<file path="config.mk">
export PLATFORM = sky130hd
export DESIGN_NAME = ec_host_port
export DESIGN_NICKNAME = d
export VERILOG_FILES = /design/src/rtl/ec_pkg.sv /design/src/rtl/ec_inbuf.sv /design/src/rtl/ec_seq.sv /design/src/rtl/ec_outbuf.sv /design/src/rtl/ec_host_port.sv
export SDC_FILE = /design/constraint.sdc
export NUM_CORES = 1
export LEC_CHECK = 0
export BUFFER_PORTS_ARGS = -buffer_cell sky130_fd_sc_hd__buf_2
export CELL_PAD_IN_SITES_DETAIL_PLACEMENT = 1
export CELL_PAD_IN_SITES_GLOBAL_PLACEMENT = 2
export CORE_ASPECT_RATIO = 0.75
export CORE_MARGIN = 10
export CORE_UTILIZATION = 29
export CTS_BUF_LIST = sky130_fd_sc_hd__clkbuf_16
export CTS_CLUSTER_DIAMETER = 150
export DETAILED_ROUTE_END_ITERATION = 6
export PLACE_DENSITY_LB_ADDON = 0.1
export REMOVE_ABC_BUFFERS = 1
export SYNTH_ARGS = -nofsm -noshare
export SYNTH_HDL_FRONTEND = slang
export SYNTH_SLANG_ARGS = --single-unit
</file>
<file path="constraint.sdc">
create_clock -name clk -period 2.2 [get_ports clk]
set_input_delay 0.22 -clock clk [delete_from_list [all_inputs] [get_ports clk]]
set_output_delay 0.22 -clock clk [all_outputs]
set_load 0.01 [all_outputs]
</file>
<file path="src/rtl/ec_pkg.sv">
package ec_pkg;
  localparam int unsigned OFS_DATA = 0;
  localparam int unsigned OFS_CSR  = 4;

  localparam logic [7:0] CMD_READ   = 8'h80;
  localparam logic [7:0] CMD_WRITE  = 8'h81;
  localparam logic [7:0] CMD_BST_ON = 8'h82;
  localparam logic [7:0] CMD_BST_OFF = 8'h83;
  localparam logic [7:0] CMD_QUERY  = 8'h84;
  localparam logic [7:0] BURST_ACK  = 8'h90;

  typedef enum logic [1:0] {
    SQ_IDLE,
    SQ_RD_ADDR,
    SQ_WR_ADDR,
    SQ_WR_DATA
  } seq_t;

  // status byte layout: 0 obf, 1 ibf, 3 command flag, 4 burst
  function automatic logic [7:0] pack_status(input logic obf, input logic ibf,
                                             input logic cmd, input logic burst);
    return {3'b000, burst, cmd, 1'b0, ibf, obf};
  endfunction

  function automatic logic offset_hit(input logic [2:0] a);
    return (a == 3'(OFS_DATA)) || (a == 3'(OFS_CSR));
  endfunction
endpackage

</file>
<file path="src/rtl/ec_inbuf.sv">
module ec_inbuf #(
  parameter int unsigned LAT_W = 10
) (
  input  logic             clk,
  input  logic             rst_n,
  input  logic             accept,
  input  logic [7:0]       wdata,
  input  logic             wr_is_cmd,
  input  logic [LAT_W-1:0] lat_cfg,
  output logic             ibf,
  output logic [7:0]       byte_q,
  output logic             is_cmd_q,
  output logic             consume
);
  logic [LAT_W-1:0] wait_cnt;

  assign consume = ibf && (wait_cnt == '0);

  always_ff @(posedge clk) begin
    if (!rst_n) begin
      ibf      <= 1'b0;
      byte_q   <= '0;
      is_cmd_q <= 1'b0;
      wait_cnt <= '0;
    end else if (accept) begin
      ibf      <= 1'b1;
      byte_q   <= wdata;
      is_cmd_q <= wr_is_cmd;
      wait_cnt <= lat_cfg;
    end else if (ibf) begin
      if (wait_cnt != '0) wait_cnt <= wait_cnt - 1'b1;
      else                ibf      <= 1'b0;
    end
  end
endmodule

</file>
<file path="src/rtl/ec_seq.sv">
module ec_seq
  import ec_pkg::*;
#(
  parameter int unsigned AW = 8
) (
  input  logic          clk,
  input  logic          rst_n,
  input  logic          consume,
  input  logic [7:0]    byte_val,
  input  logic          byte_is_cmd,
  input  logic [7:0]    reg_rdata,
  input  logic [7:0]    event_code,
  output logic          reg_rd,
  output logic          reg_wr,
  output logic [AW-1:0] reg_addr,
  output logic [7:0]    reg_wdata,
  output logic          obuf_load,
  output logic [7:0]    obuf_val,
  output logic          burst
);
  seq_t          state;
  logic [AW-1:0] addr_q;

  assign reg_addr  = (state == SQ_WR_DATA) ? addr_q : byte_val[AW-1:0];
  assign reg_wdata = byte_val;

  always_comb begin
    reg_rd    = 1'b0;
    reg_wr    = 1'b0;
    obuf_load = 1'b0;
    obuf_val  = reg_rdata;
    if (consume && byte_is_cmd) begin
      if (byte_val == CMD_BST_ON) begin
        obuf_load = 1'b1;
        obuf_val  = BURST_ACK;
      end else if (byte_val == CMD_QUERY) begin
        obuf_load = 1'b1;
        obuf_val  = event_code;
      end
    end else if (consume) begin
      if (state == SQ_RD_ADDR) begin
        reg_rd    = 1'b1;
        obuf_load = 1'b1;
      end else if (state == SQ_WR_DATA) begin
        reg_wr = 1'b1;
      end
    end
  end

  always_ff @(posedge clk) begin
    if (!rst_n) begin
      state  <= SQ_IDLE;
      addr_q <= '0;
      burst  <= 1'b0;
    end else if (consume && byte_is_cmd) begin
      case (byte_val)
        CMD_READ:    state <= SQ_RD_ADDR;
        CMD_WRITE:   state <= SQ_WR_ADDR;
        CMD_BST_ON:  begin state <= SQ_IDLE; burst <= 1'b1; end
        CMD_BST_OFF: begin state <= SQ_IDLE; burst <= 1'b0; end
        default:     state <= SQ_IDLE;
      endcase
    end else if (consume) begin
      case (state)
        SQ_WR_ADDR: begin
          addr_q <= byte_val[AW-1:0];
          state  <= SQ_WR_DATA;
        end
        default: state <= SQ_IDLE;
      endcase
    end
  end
endmodule

</file>
<file path="src/rtl/ec_outbuf.sv">
module ec_outbuf (
  input  logic       clk,
  input  logic       rst_n,
  input  logic       load,
  input  logic [7:0] load_val,
  input  logic       drain,
  output logic       obf,
  output logic [7:0] obuf
);
  always_ff @(posedge clk) begin
    if (!rst_n) begin
      obf  <= 1'b0;
      obuf <= '0;
    end else if (load) begin
      obf  <= 1'b1;
      obuf <= load_val;
    end else if (drain) begin
      obf <= 1'b0;
    end
  end
endmodule

</file>
<file path="src/rtl/ec_host_port.sv">
module ec_host_port
  import ec_pkg::*;
#(
  parameter int unsigned LAT_W = 10,
  parameter int unsigned AW    = 8
) (
  input  logic             clk,
  input  logic             rst_n,
  input  logic             host_wr,
  input  logic             host_rd,
  input  logic [2:0]       host_addr,
  input  logic [7:0]       host_wdata,
  output logic [7:0]       host_rdata,
  input  logic [LAT_W-1:0] lat_cfg,
  input  logic [7:0]       event_code,
  output logic             reg_rd,
  output logic             reg_wr,
  output logic [AW-1:0]    reg_addr,
  output logic [7:0]       reg_wdata,
  input  logic [7:0]       reg_rdata
);
  logic       ibf, obf, cmd_flag, burst;
  logic       wr_accept, consume, obuf_load, drain;
  logic [7:0] byte_val, obuf_val, obuf;
  logic       at_csr;

  assign at_csr    = (host_addr == 3'(OFS_CSR));
  assign wr_accept = host_wr && !ibf && offset_hit(host_addr);
  assign drain     = host_rd && (host_addr == 3'(OFS_DATA));

  ec_inbuf #(.LAT_W(LAT_W)) u_inbuf (
    .clk(clk), .rst_n(rst_n), .accept(wr_accept), .wdata(host_wdata),
    .wr_is_cmd(at_csr), .lat_cfg(lat_cfg), .ibf(ibf), .byte_q(byte_val),
    .is_cmd_q(cmd_flag), .consume(consume)
  );

  ec_seq #(.AW(AW)) u_seq (
    .clk(clk), .rst_n(rst_n), .consume(consume), .byte_val(byte_val),
    .byte_is_cmd(cmd_flag), .reg_rdata(reg_rdata), .event_code(event_code),
    .reg_rd(reg_rd), .reg_wr(reg_wr), .reg_addr(reg_addr),
    .reg_wdata(reg_wdata), .obuf_load(obuf_load), .obuf_val(obuf_val),
    .burst(burst)
  );

  ec_outbuf u_outbuf (
    .clk(clk), .rst_n(rst_n), .load(obuf_load), .load_val(obuf_val),
    .drain(drain), .obf(obf), .obuf(obuf)
  );

  assign host_rdata = at_csr ? pack_status(obf, ibf, cmd_flag, burst) : obuf;
endmodule

</file>
# After elaboration in Yosys (flattened, before gate mapping)
# Cells that the tools add are included.
dict set report totals {
  in_bits 41
  out_inout_bits 26
  regBits 40
}
dict set report op_classes {
  mux 28
  bitwise_logic 1
  reduce_logical 18
  n_addsub 1
  eq_ne 9
}
# cell n
set ops {}
lappend ops {{$eq 8x8->1 const B} 5}
lappend ops {{$mux 8} 5}
lappend ops {{$mux 10} 3}
lappend ops {{$mux 1} 15}
lappend ops {{$logic_not 10->1} 1}
lappend ops {{$reduce_bool 10->1} 1}
lappend ops {{$reduce_bool 2->1} 5}
lappend ops {{$sub 10x1->10 const B} 1}
lappend ops {{$mux 2} 3}
lappend ops {{$logic_and 1x1->1} 5}
lappend ops {{$eq 2x2->1 const B} 2}
lappend ops {{$pmux 2 s2} 1}
lappend ops {{$reduce_and 2->1} 2}
lappend ops {{$eq 3x3->1 const B} 1}
lappend ops {{$logic_not 3->1} 1}
lappend ops {{$reduce_and 3->1} 1}
lappend ops {{$eq 2x1->1 const B} 1}
lappend ops {{$pmux 1 s2} 1}
lappend ops {{$logic_not 1->1} 1}
lappend ops {{$logic_or 1x1->1} 1}
lappend ops {{$not 1->1} 1}

# Logic depth before layout (Yosys ltp)
# Gate-level depths: netlist of run 1.
dict set report depth {
  ltp_word 5
  depth_mapped 9
  mapped_depth_nobuf 7
}

# Modules after synthesis
# A second synthesis of run 1 with hierarchy kept.
dict set report hier_totals {
  cells_unflattened 237
  hier_area_um2 2264.7
}
# module seq_area_each_um2 cells_per_inst instances area_per_inst_um2
set by_module_without_submodules {}
lappend by_module_without_submodules {ec_inbuf 400.4 105 1 950.9}
lappend by_module_without_submodules {ec_seq 220.2 93 1 862.1}
lappend by_module_without_submodules {ec_outbuf 180.2 28 1 335.3}
lappend by_module_without_submodules {ec_host_port 0.0 11 1 116.4}

# Worst setup path after synthesis of run 1
# No wires, ideal clock.
dict set report synth_path {
  kind {flip-flop to flip-flop}
  start {reg u_inbuf.wait_cnt[0]}
  end {reg u_inbuf.wait_cnt[3]}
  path_slack_ns 0.214
  arrival_time_ns 1.854
  path_stages_with_launch 10
  t_required_ns 2.068
  path_buffers 2
  cell_sequence {dfxtp_1 inv_1 ha_1 and4bb_2 and3_2 buf_4 or2_2 buf_4 o21ai_0 a21oi_1}
}
dict set report synth_between {
  elab_chain_len 4
}
# element line_no
set synth_rtl {}
lappend synth_rtl {{from (decl)} ec_inbuf.sv:15} ;# logic [LAT_W-1:0] wait_cnt;
lappend synth_rtl {{from (signal assigned)} ec_inbuf.sv:29} ;# wait_cnt <= lat_cfg;
lappend synth_rtl {{from (signal assigned)} ec_inbuf.sv:31} ;# if (wait_cnt != '0) wait_cnt <= wait_cnt - 1'b1;
lappend synth_rtl {{$sub 10x1->10} ec_inbuf.sv:31}
lappend synth_rtl {{$mux 10} ec_inbuf.sv:31}
lappend synth_rtl {{$mux 10} ec_inbuf.sv:30} ;# end else if (ibf) begin
lappend synth_rtl {{$mux 10} ec_inbuf.sv:25} ;# end else if (accept) begin
# Parallel ways exist; a longest one is shown, timed or not. The select of a mux whose other input is x is not followed.
# A chain may end at the register's enable or synchronous reset.

# Final worst setup path of run 1
dict set report layout_path {
  start {reg u_inbuf.wait_cnt[0]}
  end {reg u_inbuf.wait_cnt[1]}
}
# Same word-level chain as after synthesis.

==> results of run 1 <==
-- synth_stat cells, types with 2 or more instances --
cell	n	area (µm²)
sky130_fd_sc_hd__o21a_1	2	15.0
sky130_fd_sc_hd__or3_1	2	12.5
sky130_fd_sc_hd__o21ai_1	6	30.0
sky130_fd_sc_hd__o221ai_1	2	17.5
sky130_fd_sc_hd__nor4_4	2	42.5
sky130_fd_sc_hd__ha_1	2	25.0
sky130_fd_sc_hd__nor3_1	3	15.0
sky130_fd_sc_hd__nor2b_1	6	37.5
sky130_fd_sc_hd__dfxtp_1	40	801
sky130_fd_sc_hd__and4bb_2	2	25.0
sky130_fd_sc_hd__nand3b_1	3	22.5
sky130_fd_sc_hd__mux2_2	12	135
sky130_fd_sc_hd__buf_4	2	15.0
sky130_fd_sc_hd__and2_1	3	18.8
sky130_fd_sc_hd__nor2_1	25	93.8
sky130_fd_sc_hd__a211oi_1	3	22.5
sky130_fd_sc_hd__clkbuf_1	7	26.3
sky130_fd_sc_hd__a21oi_1	26	130
sky130_fd_sc_hd__nand2_1	50	188
sky130_fd_sc_hd__a21boi_0	2	15.0
sky130_fd_sc_hd__nand3_1	4	20.0
sky130_fd_sc_hd__inv_1	7	26.3
sky130_fd_sc_hd__o21ai_0	9	45.0
sky130_fd_sc_hd__nand4_1	3	18.8
sky130_fd_sc_hd__a31oi_1	2	12.5
sky130_fd_sc_hd__o31ai_1	2	15.0
sky130_fd_sc_hd__mux2i_1	15	150
-- metal layers --
layer / share of wire (%) / up-vias / GRT usage (%)
li1: - / 1056 / -
met1: 51 / 960 / 16.4
met2: 43 / 45 / 18.2
met3: 5.6 / 5 / 3.81
met4: 0.82 / 0 / 3.31
met5: 0 / - / 0
-- through the flow --
step / std cells / hold WS [ns]
6_report: 436 / 0.178
5_1_grt: 436 / 0.181
4_1_cts: 436 / 0.173
3_5_place_dp: 427 / 0.438
3_3_place_gp: 427 / 0.433
2_1_floorplan: 249 / 0.338
-- cell type report --
class,instances,share of cell area (%)
Timing Repair Buffer,78,15.6
Tap cell,101,4.55
Inverter,7,0.946
Clock buffer,5,4.50
Sequential cell,40,28.8
Clock inverter,3,0.405
Multi-Input combinational cell,202,45.2
-- what timing repair did --
item,in CTS,in global routing
setup endpoints to repair,2,0
endpoints found under the hold margin,0,0
buffers inserted,1,0
-- logic make-up after synthesis --
family | synth area share (%)
adder cells (fa/ha/maj) | 1.17
AND/OR/NAND/NOR | 27.7
buffers and inverters | 4.49
AO/OA/AOI/OAI | 15.6
flip-flops | 37.3
multiplexers | 13.3
XOR/XNOR | 0.408
-- registers in the layout, summed over array words and instances, names as in the netlist --
signal            flops
u_inbuf.wait_cnt     10
u_inbuf.byte_q        8
u_outbuf.obuf         8
u_seq.addr_q          8
u_seq.state           2
u_inbuf.ibf           1
u_inbuf.is_cmd_q      1
u_outbuf.obf          1
u_seq.burst           1
-- tightest hold or removal path: stages --
cell	delay, ns
sky130_fd_sc_hd__buf_2	0.09
sky130_fd_sc_hd__nand2_1	0.04
sky130_fd_sc_hd__a21oi_1	0.05
-- report_power, final --
part           internal, W  switching, W
Clock             0.000408      0.000279
Sequential        0.000752     0.0000370
Combinational     0.000154      0.000185
Total              0.00131      0.000501
-- worst max-delay path by stage --
stage               depth (start not counted)                start  slack, ns                   to
finish                                      7  u_inbuf.wait_cnt[0]       0.18  u_inbuf.wait_cnt[1]
global route                                7  u_inbuf.wait_cnt[0]       0.04  u_inbuf.wait_cnt[3]
CTS                                         7  u_inbuf.wait_cnt[0]       0.18  u_inbuf.wait_cnt[1]
detailed placement                          5  u_inbuf.wait_cnt[3]       0.15          u_seq.burst
global placement                            5  u_inbuf.wait_cnt[3]       0.17               reg_wr
floorplan                                   5          u_inbuf.ibf       0.06  u_inbuf.wait_cnt[2]
==> summary.md, run 1 <==
| Metric | Value |
|---|---|
| Count of buffer and inverter cells on the critical path | 1 |
| Count of unresolved DRC violations after routing | 0 |
| Most frequent cells in the layout | sky130_fd_sc_hd__buf_2 (66), sky130_fd_sc_hd__nand2_1 (50), sky130_fd_sc_hd__dfxtp_1 (40), sky130_fd_sc_hd__a21oi_1 (26), sky130_fd_sc_hd__nor2_1 (25) |
| Static leakage power | around 1.1 nW |
| CTS clk-pin slew, worst paths | 0.06 ns |
| Time the final worst path needs with I/O delays and setup | around 2 ns |
| Site Rows | 27 |
| First-pass GRT wire length | between 10 and 15 mm |
| Floorplan Core Area | around 7300 µm² |
| Most repeated library cell on the critical path | sky130_fd_sc_hd__a211oi_1 |
| Estimated wirelength of the detail-placed design | about 5.2 mm |
| Synthesis-stage register bit count | 40 |
| Type of the worst min-delay path | in -> reg |
| Die Height | ~94 µm |
| Via count | approximately 2,100 |
| Post-route core utilization | a little under two fifths |
| Number of antenna violations at the first check in global routing | 0 |
| Remaining antenna violation count after routing | 0 |
| Final hold violation count | 0 |
| Crit path DAT | between 2 and 2.5 ns |
| Max Fclk | 0.496 GHz |
| Register-to-register setup slack | 0.18 ns |
| Storage cell area | roughly 800 µm² |
| Post-layout instance area | 2780 µm² |
| RePlAce Congestion | around 0.8 |
| Most common library cell in the layout ignoring fill and taps | sky130_fd_sc_hd__buf_2 |
| Average cell area after synthesis | between 8 and 9 µm² |
| Critical path, cell by cell | inv_1, ha_1, and4bb_2, and3_2, or2_2, a211oi_1, a211oi_1 |
| Count of TritonRoute iterations in the first routing pass | 4 |
| Overall die area | ~11,000 µm² |
| EDFF count, synth | 0 |
| Final setup fails | 0 |
| H-tree lvl count | 2 |
| Number of hold buffers added after cts | 0 |
| Ratio of total power to cell area | around 650 nW/µm² |
| Portion of the post-synthesis area used by sequential elements | between 30% and 40% |
| Fraction of final layout cells with drive strength greater than 1 | 31.9% |
| RSZ-0062 raised after global routing | no |
| Largest fanout on the critical path | 12 |
| Count of warnings emitted by yosys | 0 |
| Number of distinct library cells after synthesis | between 40 and 50 |
| Capture endpoint of the worst hold path | u_inbuf.byte_q[1] |
| IR drop worst, VDD | 0.302 mV |
| Aggregate global routing overflow | 0 |
| Startpoint of the most critical register-to-register path | u_inbuf.wait_cnt[0] |
| Max stage delay cell, worst path | sky130_fd_sc_hd__or2_2 |
| Fraction of the cycle the final worst path needs | 91.7% |
| Number of top-level pins | 67 |
| Post-synth ARST share | 0% |
| Die extent in x | between 100 and 150 µm |
| Area post-placement | ~2600 µm² |
| Clock sinks | 40 |
| Overall power after layout | roughly 0.0018 W |
| Input/output buffers | 66 |
| Final clock skew | around 0.0054 ns |
| Net count of the finished layout | between 300 and 400 |
| Worst reg2reg endpoint | u_inbuf.wait_cnt[1] |
| Data required time at the worst endpoint | approximately 2.4 ns |
| Nature of the critical path startpoint | register |
| Outcome | completed |
| Number of CTS-inserted buffers | 5 |
| Antenna fix cells | 0 |
| Crit-path leading delay family | simple AND/OR/NAND/NOR gates |
| Setup ws final | 0.183 ns |
| Post-synthesis instance area | about 2100 µm² |
| Primary flip-flop cell chosen by synthesis mapping | sky130_fd_sc_hd__dfxtp_1 |
| Largest net degree at the start of global routing | 27 |
| CTS tree | yes |
| Starting Density | between 20% and 30% |
| Setup tns final | 0 ns |
| Average wire per cell in the routed design | roughly 16 µm |
| Number of fillers in the final layout | a little over 900 |
| Launch point of the worst hold path | host_wdata[1] |
| Clock latency reported for the late side of the worst-skew pair | roughly 0.28 ns |
| Resize count post-CTS | 0 |
| Category of the most critical setup path | reg -> reg |
| Cell depth of the worst flop-to-flop path | 7 |
| Largest stage delay on the critical path | approximately 0.42 ns |
| Overall global routing resource usage | around an eighth |
| Multi-input gate area | ~1300 µm² |
| Wirelength, routed | between 6 and 7 mm |
| Buffers from clock root to sink, at most | 2 |
| Kind of end point of the critical path | register |
| Final-report max-slew violation count | 0 |
| Number of vias per cell after detailed routing | between 4 and 5 |
| Instance count of the mapped netlist | 261 |
| Vias in the first global route | about 2,200 |
| Maximum capacitance violations | 0 |
| Worst Hold Depth | 3 |
| Worst slack at placement | about 0.15 ns |
| Transition at the pin with the smallest max-transition slack | ~0.68 ns |
| Relative max-transition margin | roughly 55% |
| DRC marker count from the first detailed-route iteration | 63 |
| Area Overhead vs Synth | 29.6% |
| Root Buffer | sky130_fd_sc_hd__clkbuf_16 |
Power figures use the tool's default switching activity.
==> run 2, diff against run 1 <==
CORE_MARGIN = unset   (was 10)
clock period = 2.05 ns   (was 2.2 ns; I/O delays follow)
==> run 2 against run 1 <==
Net effect: first-iteration DRC count is 11% lower; cell count is 0.23% higher; via count is 1.4% higher; combinational power is 16% higher; clock power is 30% higher; core utilization is 2.5 points higher; critical path depth is 2 lower; highest routed layer unchanged.
==> summary.md, run 2 (same netlist as run 1, synthesis figures left out) <==
| Metric | Value |
|---|---|
| Capture endpoint of the worst hold path | u_inbuf.byte_q[3] |
| Estimated wirelength of the detail-placed design | 4.66 mm |
| Outcome | completed |
| First-pass GRT wire length | 11.1 mm |
| Number of vias per cell after detailed routing | 4.79 |
| RePlAce Congestion | about 0.8 |
| Post-layout instance area | 2850 µm² |
| Nature of the critical path startpoint | register |
| Register-to-register setup slack | 0.14 ns |
| Number of antenna violations at the first check in global routing | 0 |
| H-tree lvl count | 2 |
| Worst slack at placement | approximately 0.036 ns |
| Floorplan Core Area | roughly 7000 µm² |
| Transition at the pin with the smallest max-transition slack | 0.485 ns |
| Number of hold buffers added after cts | 0 |
| Time the final worst path needs with I/O delays and setup | approximately 1.9 ns |
| IR drop worst, VDD | 0.328 mV |
| Largest reg by FF count | u_inbuf.wait_cnt |
| Clock sinks | 40 |
| Die Height | ~76 µm |
| Overall global routing resource usage | 18.3% |
| Cell depth of the worst flop-to-flop path | 7 |
| Remaining antenna violation count after routing | 0 |
| DRC marker count from the first detailed-route iteration | 56 |
| Average wire per cell in the routed design | between 10 and 15 µm |
| Root Buffer | sky130_fd_sc_hd__clkbuf_16 |
| Setup ws final | approximately 0.14 ns |
| Most frequent cells in the layout | sky130_fd_sc_hd__buf_2 (66), sky130_fd_sc_hd__nand2_1 (50), sky130_fd_sc_hd__dfxtp_1 (40), sky130_fd_sc_hd__a21oi_1 (25), sky130_fd_sc_hd__nor2_1 (24) |
| Via count | 2,094 |
| Final hold violation count | 0 |
| Starting Density | between 30% and 40% |
| Number of CTS-inserted buffers | 5 |
| RSZ-0062 raised after global routing | no |
| Area Overhead vs Synth | 32.9% |
| Relative max-transition margin | between 60 and 70% |
| Input/output buffers | 66 |
| Startpoint of the most critical register-to-register path | u_inbuf.wait_cnt[0] |
| Count of unresolved DRC violations after routing | 0 |
| Antenna fix cells | 0 |
| Worst Hold Depth | 3 |
| Fraction of the cycle the final worst path needs | between 90% and 100% |
| Final-report max-slew violation count | 0 |
| Setup tns final | 0 ns |
| Maximum capacitance violations | 0 |
| Number of flip-flops under the largest register name | 10 |
| Buffers from clock root to sink, at most | 2 |
| Overall power after layout | ~0.0021 W |
| Most common library cell in the layout ignoring fill and taps | sky130_fd_sc_hd__buf_2 |
| Aggregate global routing overflow | 0 |
| Overall die area | 7750 µm² |
| Data required time at the worst endpoint | roughly 1.9 ns |
| Net count of the finished layout | roughly 380 |
| Fraction of final layout cells with drive strength greater than 1 | ~35% |
| Crit path DAT | between 1.5 and 2 ns |
| Launch point of the worst hold path | host_wdata[3] |
| Ratio of total power to cell area | around 750 nW/µm² |
| Final setup fails | 0 |
| Wirelength, routed | 6.38 mm |
| Clock latency reported for the late side of the worst-skew pair | around 0.28 ns |
| Area post-placement | 2660 µm² |
| Die extent in x | around 100 µm |
| CTS clk-pin slew, worst paths | roughly 0.060 ns |
| Largest net degree at the start of global routing | 31 |
| Kind of end point of the critical path | output port |
| Number of top-level pins | 67 |
| Vias in the first global route | between 2,000 and 2,500 |
| Category of the most critical setup path | reg -> out |
| Max Fclk | around 0.52 GHz |
| Final clock skew | 0.00536 ns |
| Static leakage power | 1.17 nW |
| Largest fanout on the critical path | 2 |
| Type of the worst min-delay path | in -> reg |
| WHS | roughly 0.16 ns |
| Site Rows | 26 |
| Worst reg2reg endpoint | u_inbuf.wait_cnt[6] |
| CTS tree | yes |
| Count of TritonRoute iterations in the first routing pass | 4 |
## run 2: critical path, cell delays in order, from the launching register on
cell	delay (ns)
sky130_fd_sc_hd__dfxtp_1	0.33
sky130_fd_sc_hd__nor4_4	0.32
sky130_fd_sc_hd__nand4_1	0.12
sky130_fd_sc_hd__or3_1	0.36
sky130_fd_sc_hd__nor3_2	0.14
sky130_fd_sc_hd__buf_2	0.16
## run 2: report_power, final
group / total [W] / internal (W) / switching [W]
Combinational: 0.000394 / 0.000184 / 0.000210
Sequential: 0.000840 / 0.000807 / 0.0000335
Clock: 0.000893 / 0.000572 / 0.000322
## run 2: worst max path at each step
stage                              startpoint                  end  slack (ns)
after floorplan                   u_inbuf.ibf  u_inbuf.wait_cnt[2]       -0.09
after global placement    u_inbuf.wait_cnt[0]  u_inbuf.wait_cnt[8]        0.08
after detailed placement  u_inbuf.wait_cnt[0]  u_inbuf.wait_cnt[5]        0.04
after CTS                 u_inbuf.wait_cnt[7]               reg_wr        0.02
after global routing      u_inbuf.wait_cnt[0]  u_inbuf.wait_cnt[5]       0.009
final                     u_inbuf.wait_cnt[3]               reg_wr        0.14
## run 2: area by class of cell
class                           count  area [µm²]
Clock buffer                        5         125
Sequential cell                    40         801
Tap cell                           98         123
Clock inverter                      3        42.5
Fill cell                         868        4140
Multi-Input combinational cell    202        1270
Timing Repair Buffer               82         463
Inverter                            7        26.3
## run 2: stage by stage
stage / util [%] / std cells
finish: 40.8 / 437
global route: 40.8 / 437
CTS: 40.6 / 437
detailed placement: 38.1 / 428
global placement: 38.1 / 428
floorplan: - / 249
## run 2: timing repair
| action | in CTS | in global routing |
|---|---|---|
| resized for setup | 1 | 5 |
| cloned | 0 | 0 |
| setup endpoints to repair | 2 | 10 |
| buffers inserted | 1 | 0 |
| pin swaps | 1 | 2 |
## run 2: layer usage
metal	track usage, %	wire [µm]	part of all wire (%)	vias up
met2	29.5	2940	46	37
met5	0	0	0	-
met3	3.85	215	3.4	2
met1	24.9	3200	50	990
met4	4.06	28	0.44	0
li1	-	-	-	1065
==> run 3, diff against run 2 <==
ABC_AREA = 1   (was unset)
CORE_ASPECT_RATIO = unset   (was 0.75)
CORE_UTILIZATION = 27   (was 29)
==> run 3 against run 2 <==
Net effect: cell count up 20%; critical path depth up 4; total power down 6.0%; synthesized area up 8.3%; wire length up 9.0%; sequential power up 2%; critical endpoint unchanged; highest routed layer unchanged; critical path type unchanged.
==> summary.md, run 3 <==
| Metric | Value |
|---|---|
| Overall global routing resource usage | approximately 17% |
| CTS tree | yes |
| Cell with the most instances after synthesis | sky130_fd_sc_hd__nand2_1 |
| First-pass GRT wire length | 11.4 mm |
| Number of vias per cell after detailed routing | 4.60 |
| Most common library cell in the layout ignoring fill and taps | sky130_fd_sc_hd__nand2_1 |
| Fraction of synthesized cell area taken by the top area cell type | 34.5% |
| Net count of the finished layout | 461 |
| Main combinational cell family by area after synthesis | simple AND/OR/NAND/NOR gates |
| Synthesized-area fraction occupied by ao, oa, aoi and oai cells | 19.8% |
| Site Rows | 33 |
| Vias in the first global route | around 2,300 |
| Buffers from clock root to sink, at most | 2 |
| Static leakage power | around 1.5 nW |
| Time the final worst path needs with I/O delays and setup | between 1.5 and 2 ns |
| Largest reg by FF count | u_inbuf.wait_cnt |
| Synthesis-stage register bit count | 40 |
| Post-synthesis instance area | 2320 µm² |
| Number of top-level pins | 67 |
| RePlAce Congestion | between 0.7 and 0.8 |
| Most crowded layer after global routing | met2 |
| Wirelength, routed | between 6 and 7 mm |
| Estimated wirelength of the detail-placed design | roughly 5.3 mm |
| Clock latency reported for the late side of the worst-skew pair | around 0.28 ns |
| Proportion of synthesized area in mux cells | 0% |
| Outcome | completed |
| Number of CTS-inserted buffers | 5 |
| Die extent in x | roughly 95 µm |
| Number of hold buffers added after cts | 0 |
| Count of warnings emitted by yosys | 0 |
| Via count | ~2,400 |
| Category of the most critical setup path | reg -> out |
| Kind of end point of the critical path | output port |
| Input/output buffers | between 60 and 70 |
| Transition at the pin with the smallest max-transition slack | approximately 0.56 ns |
| Multi-input gate area | 1270 µm² |
| Number of fillers in the final layout | roughly 1,100 |
| Average cell area after synthesis | between 6 and 7 µm² |
| Final clock skew | about 0.0046 ns |
| Synth Area in Adders | approximately 1.1% |
| Average wire per cell in the routed design | between 10 and 15 µm |
| DRC marker count from the first detailed-route iteration | 43 |
| Crit path DAT | approximately 1.7 ns |
| Type of the worst min-delay path | in -> reg |
| Die Height | about 95 µm |
| Count of TritonRoute iterations in the first routing pass | 4 |
| Final hold violation count | 0 |
| Number of distinct library cells after synthesis | 31 |
| Floorplan Core Area | around 8300 µm² |
| Storage cell area | around 800 µm² |
| Final setup fails | 0 |
| Number of antenna violations at the first check in global routing | 0 |
| Clock sinks | 40 |
| Synth area leader | sky130_fd_sc_hd__dfxtp_1 |
| Aggregate global routing overflow | 0 |
| Nature of the critical path startpoint | register |
| Instance count of the mapped netlist | around 350 |
| Portion of the post-synthesis area used by sequential elements | 34.5% |
| H-tree lvl count | 2 |
| Max Fclk | approximately 0.53 GHz |
| Relative max-transition margin | a little over three fifths |
| GR Util met3 | about 2.9% |
| Number of flip-flops under the largest register name | 10 |
| Largest fanout on the critical path | 10 |
| IR drop worst, VDD | approximately 0.26 mV |
| Area share of and/or/nand/nor cells after synthesis | between 30 and 40% |
| Root Buffer | sky130_fd_sc_hd__clkbuf_16 |
| M1 GR Usage | 21.9% |
| GRT met2 Usage | between 20% and 30% |
| Area post-placement | ~2800 µm² |
| Primary flip-flop cell chosen by synthesis mapping | sky130_fd_sc_hd__dfxtp_1 |
| EDFF count, synth | 0 |
| Post-synthesis xor/xnor area fraction | roughly 1.1% |
| Antenna fix cells | 0 |
| Setup tns final | 0 ns |
| Most frequent cells in the layout | sky130_fd_sc_hd__nand2_1 (77), sky130_fd_sc_hd__buf_2 (66), sky130_fd_sc_hd__inv_1 (54), sky130_fd_sc_hd__nor2_1 (42), sky130_fd_sc_hd__dfxtp_1 (40) |
| Top cells by instance count after synthesis | sky130_fd_sc_hd__nand2_1 (77), sky130_fd_sc_hd__inv_1 (54), sky130_fd_sc_hd__nor2_1 (42), sky130_fd_sc_hd__dfxtp_1 (40), sky130_fd_sc_hd__o21ai_0 (36) |
| Cell types with the largest area share after synthesis | sky130_fd_sc_hd__dfxtp_1 (34%), sky130_fd_sc_hd__nand2_1 (12%), sky130_fd_sc_hd__inv_1 (8.7%) |
| Data required time at the worst endpoint | between 1.5 and 2 ns |
| Overall die area | between 8000 and 9000 µm² |
| Count of unresolved DRC violations after routing | 0 |
| Ratio of total power to cell area | roughly 700 nW/µm² |
| Maximum capacitance violations | 0 |
| RSZ-0062 raised after global routing | no |
| Final-report max-slew violation count | 0 |
| Post-synth ARST share | 0% |
| Largest net degree at the start of global routing | 23 |
| Area Overhead vs Synth | 25.4% |
| Starting Density | between 20% and 30% |
| Fraction of the cycle the final worst path needs | around nine tenths |
| Fraction of final layout cells with drive strength greater than 1 | between 20% and 30% |
| Post-layout instance area | around 2900 µm² |
| Remaining antenna violation count after routing | 0 |
| CTS clk-pin slew, worst paths | 0.06 ns |
==> run 3: cell types whose count changed in the layout (fill, tap and decap cells not counted), sizes merged, moves of 10 or more <==
| cell | delta |
|---|---|
| nand3 | +20 |
| o21ai | +23 |
| nand2 | +30 |
| mux2i | -15 |
| nor2 | +21 |
| buf | -10 |
| inv | +48 |
| mux2 | -12 |
==> run 3: worst paths after layout <==
kind,cells after the start,end,slack (ns),from
worst max-delay path,9,reg_wr,0.17,u_inbuf.wait_cnt[0]
worst min-delay path,3,u_inbuf.wait_cnt[3],0.18,lat_cfg[3]
worst max register to register,12,u_inbuf.wait_cnt[9],0.33,u_inbuf.wait_cnt[0]
worst min register to register,2,u_seq.addr_q[5],0.46,u_seq.addr_q[5]
==> run 3: layout make-up <==
class | instances | share of cell area [%]
clock buffers | 5 | 4.30
clock inverters | 2 | 0.258
inverters | 55 | 7.09
multi-input cells | 244 | 43.5
flip-flops and latches | 40 | 27.5
well taps | 105 | 4.51
repair buffers | 72 | 12.9
==> run 3: critical path, stage by stage (launching register included) <==
cell and delay, ns:
sky130_fd_sc_hd__dfxtp_1 0.32, sky130_fd_sc_hd__inv_1 0.11, sky130_fd_sc_hd__ha_1 0.18, sky130_fd_sc_hd__nand2_1 0.05
sky130_fd_sc_hd__inv_1 0.06, sky130_fd_sc_hd__nand2_2 0.09, sky130_fd_sc_hd__nor2_8 0.20, sky130_fd_sc_hd__inv_1 0.09
sky130_fd_sc_hd__nor3_2 0.12, sky130_fd_sc_hd__buf_2 0.16
==> run 3: kinds of logic (layout without fill, tap and decap cells) <==
kind of cell	count (synthesis)	after routing
compound gates	80	80
xor+xnor	3	3
fa+ha+maj	2	2
buf+inv	65	134
flops	40	40
simple gates	159	159
==> run 3: per-layer routing <==
metal	wire, µm	vias up
met4	75	0
met3	173	7
met5	0	-
li1	-	1261
met2	3260	35
met1	3450	1105
==> run 3: per-stage QoR <==
step / std cells / hold slack [ns] / total power, W / utilization [%] / setup WS, ns
finish: 523 / 0.179 / 0.00200 / 35.3 / 0.173
global route: 523 / 0.192 / 0.00213 / 35.3 / 0.0245
CTS: 523 / 0.175 / 0.00204 / 35.2 / 0.0384
detailed placement: 516 / 0.451 / 0.00128 / 33.6 / 0.311
global placement: 516 / 0.451 / 0.00127 / 33.6 / 0.353
floorplan: 339 / 0.303 / 0.00113 / - / 0.268
==> run 3: timing repair <==
| item | 4_1_cts | 5_1_grt |
|---|---|---|
| resized for setup | 0 | 1 |
| buffers inserted | 0 | 0 |
| setup endpoints to repair | 0 | 1 |
==> run 3: report_power, final <==
group | switching (W) | internal [W]
clock | 0.000312 | 0.000436
combinational | 0.000243 | 0.000153
sequential | 0.0000442 | 0.000813
total | 0.000598 | 0.00140
